**config.mk**
```make
export PLATFORM = sky130hd
export DESIGN_NAME = cfgport_top
export DESIGN_NICKNAME = d
export VERILOG_FILES = /design/src/rtl/cfgport_pkg.sv /design/src/rtl/cfgport_timer.sv /design/src/rtl/cfgport_shift.sv /design/src/rtl/cfgport_top.sv
export SDC_FILE = /design/constraint.sdc
export NUM_CORES = 1
export LEC_CHECK = 0
export BUFFER_PORTS_ARGS = -buffer_cell sky130_fd_sc_hd__buf_2
export CORE_UTILIZATION = 48
export CTS_CLUSTER_DIAMETER = 120
export CTS_CLUSTER_SIZE = 40
export DETAILED_ROUTE_END_ITERATION = 10
export HOLD_SLACK_MARGIN = 0.15
export PLACE_DENSITY = 0.76
export SYNTH_ARGS = -nofsm -noshare
export SYNTH_HDL_FRONTEND = slang
export SYNTH_SLANG_ARGS = --single-unit
```
**constraint.sdc**
```tcl
create_clock -name cfg_clk -period 1.7 [get_ports cfg_clk]
set_input_delay 0.34 -clock cfg_clk [delete_from_list [all_inputs] [get_ports cfg_clk]]
set_output_delay 0.34 -clock cfg_clk [all_outputs]
set_load 0.05 [all_outputs]
```
**src/rtl/cfgport_pkg.sv**
```systemverilog
package cfgport_pkg;

  // Non-capturing high edges that precede the first capture.
  function automatic int unsigned lead_skip(int unsigned first_edge);
    return (first_edge > 0) ? first_edge - 1 : 0;
  endfunction

  // Non-capturing edges between two captures spaced 'period' apart.
  function automatic int unsigned gap_skip(int unsigned period);
    return (period > 0) ? period - 1 : 0;
  endfunction

  // Width of a counter that has to hold values up to 'maxv'.
  function automatic int unsigned cnt_width(int unsigned maxv);
    return (maxv < 2) ? 1 : $clog2(maxv + 1);
  endfunction

endpackage

```
**src/rtl/cfgport_timer.sv**
```systemverilog
module cfgport_timer
  import cfgport_pkg::*;
#(
  parameter int unsigned FIRST_EDGE = 2,
  parameter int unsigned PERIOD     = 8
) (
  input  logic clk,
  input  logic rst_n,
  input  logic init,
  output logic capture
);
  localparam int unsigned LEAD   = lead_skip(FIRST_EDGE);
  localparam int unsigned GAP    = gap_skip(PERIOD);
  localparam int unsigned MAXV   = (LEAD > GAP) ? LEAD : GAP;
  localparam int unsigned SKIP_W = cnt_width(MAXV);
  localparam logic [SKIP_W-1:0] LEAD_V = SKIP_W'(LEAD);
  localparam logic [SKIP_W-1:0] GAP_V  = SKIP_W'(GAP);

  logic [SKIP_W-1:0] skip_q;

  assign capture = init && (skip_q == '0);

  always_ff @(posedge clk or negedge rst_n) begin
    if (!rst_n)       skip_q <= LEAD_V;
    else if (!init)   skip_q <= LEAD_V;
    else if (capture) skip_q <= GAP_V;
    else              skip_q <= skip_q - 1'b1;
  end

  p_no_cap_low_r1: assert property (@(posedge clk) disable iff (!rst_n)
    !init |-> !capture);

  p_first_edge_quiet_r2: assert property (@(posedge clk) disable iff (!rst_n)
    (init && !$past(init)) |-> !capture);

  p_cap_spaced_r3: assert property (@(posedge clk) disable iff (!rst_n)
    capture |=> !capture);

endmodule

```
**src/rtl/cfgport_shift.sv**
```systemverilog
module cfgport_shift
  import cfgport_pkg::*;
#(
  parameter int unsigned DATA_W = 8
) (
  input  logic              clk,
  input  logic              rst_n,
  input  logic              init,
  input  logic              load_req,
  input  logic [DATA_W-1:0] load_data,
  output logic              sdo,
  output logic              empty
);
  localparam int unsigned LEFT_W = cnt_width(DATA_W - 1);
  localparam logic [LEFT_W-1:0] LAST = LEFT_W'(DATA_W - 1);

  logic [DATA_W-1:0] sh_q;
  logic [LEFT_W-1:0] left_q;
  logic              load;

  assign empty = (left_q == '0);
  assign load  = load_req && empty;
  assign sdo   = sh_q[DATA_W-1];

  always_ff @(negedge clk or negedge rst_n) begin
    if (!rst_n) begin
      sh_q   <= '1;
      left_q <= '0;
    end else if (!init) begin
      sh_q   <= '1;
      left_q <= '0;
    end else if (load) begin
      sh_q   <= load_data;
      left_q <= LAST;
    end else begin
      sh_q   <= {sh_q[DATA_W-2:0], 1'b1};
      if (!empty) left_q <= left_q - 1'b1;
    end
  end

  p_reload_empty_r9: assert property (@(negedge clk) disable iff (!rst_n)
    (init && load_req) |-> empty);

  p_idle_high_r1: assert property (@(negedge clk) disable iff (!rst_n)
    !init |=> sdo);

endmodule

```
**src/rtl/cfgport_top.sv**
```systemverilog
module cfgport_top
  import cfgport_pkg::*;
#(
  parameter int unsigned DATA_W     = 8,
  parameter int unsigned FIRST_EDGE = 2
) (
  input  logic              cfg_clk,
  input  logic              rst_n,
  input  logic              init_done,
  input  logic [DATA_W-1:0] din,
  output logic              ack,
  output logic              sdo,
  output logic              byte_vld,
  output logic [DATA_W-1:0] byte_q
);
  localparam int unsigned PERIOD = DATA_W;

  logic              capture;
  logic              shift_empty;
  logic              ack_q;
  logic              vld_q;
  logic [DATA_W-1:0] cap_q;

  cfgport_timer #(.FIRST_EDGE(FIRST_EDGE), .PERIOD(PERIOD)) timer_i (
    .clk     (cfg_clk),
    .rst_n   (rst_n),
    .init    (init_done),
    .capture (capture)
  );

  always_ff @(posedge cfg_clk or negedge rst_n) begin
    if (!rst_n) begin
      ack_q <= 1'b0;
      vld_q <= 1'b0;
      cap_q <= '0;
    end else begin
      ack_q <= capture;
      vld_q <= capture;
      if (capture) cap_q <= din;
    end
  end

  cfgport_shift #(.DATA_W(DATA_W)) shift_i (
    .clk       (cfg_clk),
    .rst_n     (rst_n),
    .init      (init_done),
    .load_req  (vld_q),
    .load_data (cap_q),
    .sdo       (sdo),
    .empty     (shift_empty)
  );

  assign ack      = ack_q;
  assign byte_vld = vld_q;
  assign byte_q   = cap_q;

  p_ack_pulse_r4: assert property (@(posedge cfg_clk) disable iff (!rst_n)
    ack |=> !ack);

  p_vld_holds_din_r5: assert property (@(posedge cfg_clk) disable iff (!rst_n)
    capture |=> (byte_vld && byte_q == $past(din)));

  p_low_init_quiet_r1: assert property (@(posedge cfg_clk) disable iff (!rst_n)
    !init_done |=> (!ack && !byte_vld));

endmodule

```
## Yosys cells after proc, flatten, opt, wreduce, memory -nomap -nowiden

Index checks and enable logic that the tools add are counted.

- Flip-flop bits (word level): 23
- Input port bits: 11

- Add/sub/neg operators: 2
- Equality and inequality tests: 1
- Muxes and demuxes: 7
- Reductions and logical operators: 4

Operators by type and width:

| cell | count |
|---|---|
| $mux 8 | 2 |
| $mux 3 | 5 |
| $logic_not 3->1 | 2 |
| $sub 3x1->3 const B | 2 |
| $ne 3x3->1 const B | 1 |
| $logic_and 1x1->1 | 2 |

## Longest topological paths before layout

- Word-level depth: 4
- Mapped depth: 5
- Gate-level depth less buffers: 4

## By module

From an unflattened synthesis, not the netlist that was laid out.

- Cells, all modules: 87
- Area, all modules: 1,121.1 um2

Modules (own cells, without submodules):

| module | times used | cells each | area each (um2) |
|---|---|---|---|
| cfgport_shift | 1 | 54 | 599.3 |
| cfgport_top | 1 | 19 | 364.1 |
| cfgport_timer | 1 | 14 | 157.7 |

==> flow_summary.yaml <==
critical_path:
  cp_slowest_cell: "dfstp_2"
  critPathLaunchType: "flop"
  path_cells: "buf_8"
  critPathMaxFanout: 1
  cp.depth: 1
  worstPathRequired_ps: 1360
  r2r_cells: 2
  endpoint_kind: "primary output"
  slowest_delay_ps: 530
  arrival_ps: 1880
  worst-path-buf-inv: 1
  path_class: "flop to primary output"
  cp_top_family: "flip-flops"
finish:
  area_growth_pct: 22.88
  drive_gt1_share_pct: 45.30
  post-route-util_pct: 64.48
  final_cell_mix: "21 x inv_1, 20 x buf_2, 10 x dfrtp_1"
  fillCellCount: 177
  final_common_cell: "inv_1"
  fin_nets: 133
  antenna_cells: 0
sta:
  fin_ws_ps: -519.0
  relSlewSlack_pct: 75.09
  drv_slew: 0
  fin_skew_ps: 58.49
  setup_viol_count_final: 12
  hold_viol: 0
  rsz0062_at_grt: "yes"
  tightest_slew_ps: 373.7
yosys:
  synth-simple-area-share_pct: 13.33
  synth-seq-cells: 23
  synth-seq-area-share_pct: 55.31
  syn_area_per_cell_um2: 12.48
  synthAdderAreaFrac_pct: 4.717
  synth.cell_area_um2: 1061
  synth_edf_count: 0
  synth.area.top_cells: "dfrtp_1 26%, dfstp_2 22%, mux2_2 9.6%"
  ys_async_sr_fraction_pct: 100.0
  synth_mux_area_share_pct: 9.552
  synth_cells: 85
  synth_area_leader_cell: "dfrtp_1"
  synth_compound_area_share_pct: 8.491
  yosysWarnings: 0
  synthFlopType: "dfrtp_1"
  synth_top_family_by_area: "simple AND/OR/NAND/NOR gates"
  synth-xor-area-share_pct: 0
  yosys.area.top_type_share_pct: 25.94
  synth.distinct_cells: 22
  syn_nets: 100
outcome:
  status: "finished with violations"
  violations: "negative setup slack"
route:
  route.antenna.remaining_nets: 0
  drc: 0
  via_per_inst: 5.083
  finalWirelength_um: 1865
  first_iter_violations: 7
  dr_total_vias: 732
  dr.pass1.iters: 3
  wl_per_cell_um: 12.95
power:
  ir_worst_vdd_mv: 1.156
  leakage_nw: 0.6917
  p_per_area_nw_per_um2: 1704
clock_network:
  root_buffer: "clkbuf_4"
  htreeDepth: 1
  clockBufferDepth: 2
  clock_sinks: 23
  clock_latency_ps: 360
  cts_made_buffers: 3
  clk_pin_slew_ps: 120
  tritoncts: "yes"
die:
  initial_core_util_pct: 52.48
  die_x_um: 49.02
  ios: 22
  rows: 16
  die_area_um2: 2402
  dieHeight_um: 49.02
  core-area_um2: 2022
grt:
  grt-ovfl-total: 0
  grt_start_max_net_pins: 18
  grt_antenna_before_repair: 0
  grt_pass1_vias: 695
  grt_usage_pct: 17.29
  grt_pass1_wl_um: 3111
placement:
  place.gp.congestion: 0.7513
  place_hpwl_um: 1396
  dpl_worst_slack_ps: -227.8
  port_buffers: 21
hold_path:
  hp-class: "input port to flop"
  min_path_cells: 2
job:
  drv_cap: 0
[final cells by class]
cell class                      instances  area [um^2]  share of cell area, %
Tap cell                               27        33.78                  2.591
Clock inverter                          8        30.03                  2.303
Sequential cell                        23        588.1                  45.11
Clock buffer                            4        26.28                  2.015
Timing Repair Buffer                   27        162.7                  12.48
Inverter                               13        48.80                  3.743
Multi-Input combinational cell         42        414.1                  31.77
[per-stage QoR]
stage | hold WS, ps | setup TNS [ps] | power, mW | cell area, um^2 | std cells
floorplan | 44.41 | -3031 | 1.639 | 1069 | 85
global placement | 272.7 | -1450 | 1.836 | 1200 | 132
detailed placement | 275.7 | -1681 | 1.873 | 1200 | 132
CTS | 242.9 | -1814 | 2.196 | 1290 | 144
global route | 238.0 | -2445 | 2.356 | 1304 | 144
finish | 255.0 | -1799 | 2.222 | 1304 | 144
[flip-flops by register name, indices dropped and copies added, names as in the netlist]
name	flops
byte_q	8
byte_vld	1
shift_i.left_q	3
shift_i.sh_q	8
timer_i.skip_q	3
[synth_stat cells (2+ instances only)]
cell	number
inv_1	14
dfrtp_1	11
dfstp_2	9
mux2_2	9
nand4b_1	7
o211ai_1	7
buf_2	4
ha_1	4
a211oi_1	3
dfrtn_1	3
nand2b_1	2
nor4b_1	2
[final timing paths]
path                                   startpoint                end  slack [ps]
worst max-delay path              shift_i.sh_q[7]                sdo        -520
worst min-delay path                       din[5]          byte_q[5]         250
worst max register to register           byte_vld  shift_i.left_q[2]        -240
worst min register to register  timer_i.skip_q[0]  timer_i.skip_q[0]         470
max in group asynchronous                   rst_n    shift_i.sh_q[5]         110
min in group asynchronous                   rst_n  timer_i.skip_q[2]         460
[where the power goes]
| part | total [mW] | internal, mW | switching (mW) |
|---|---|---|---|
| Combinational | 1.03 | 0.389 | 0.639 |
| Sequential | 0.884 | 0.729 | 0.155 |
| Clock | 0.310 | 0.116 | 0.194 |
| Total | 2.22 | 1.23 | 0.988 |
[kinds of logic (layout without fill, tap and decap cells)]
logic type | Yosys count | count (layout)
compound gates | 12 | 12
fa+ha+maj | 4 | 4
simple gates | 17 | 17
buf+inv | 20 | 52
mux | 9 | 9
flops | 23 | 23
[repair_timing]
action                                  4_1_cts  5_1_grt
buffers inserted                              0        0
pin swaps                                     4        0
endpoints found under the hold margin         4        0
resized for setup                             7        2
hold buffers                                  1        0
endpoints found under the setup margin       12       12
[metal layers]
metal,track usage (%),vias up,share of wire (%)
li1,-,361,-
met1,22.59,360,45
met2,28.47,11,52
met3,5.607,0,3.3
met4,2.941,0,0
met5,0,-,0
Note: power is estimated with default switching activity, not from simulation.
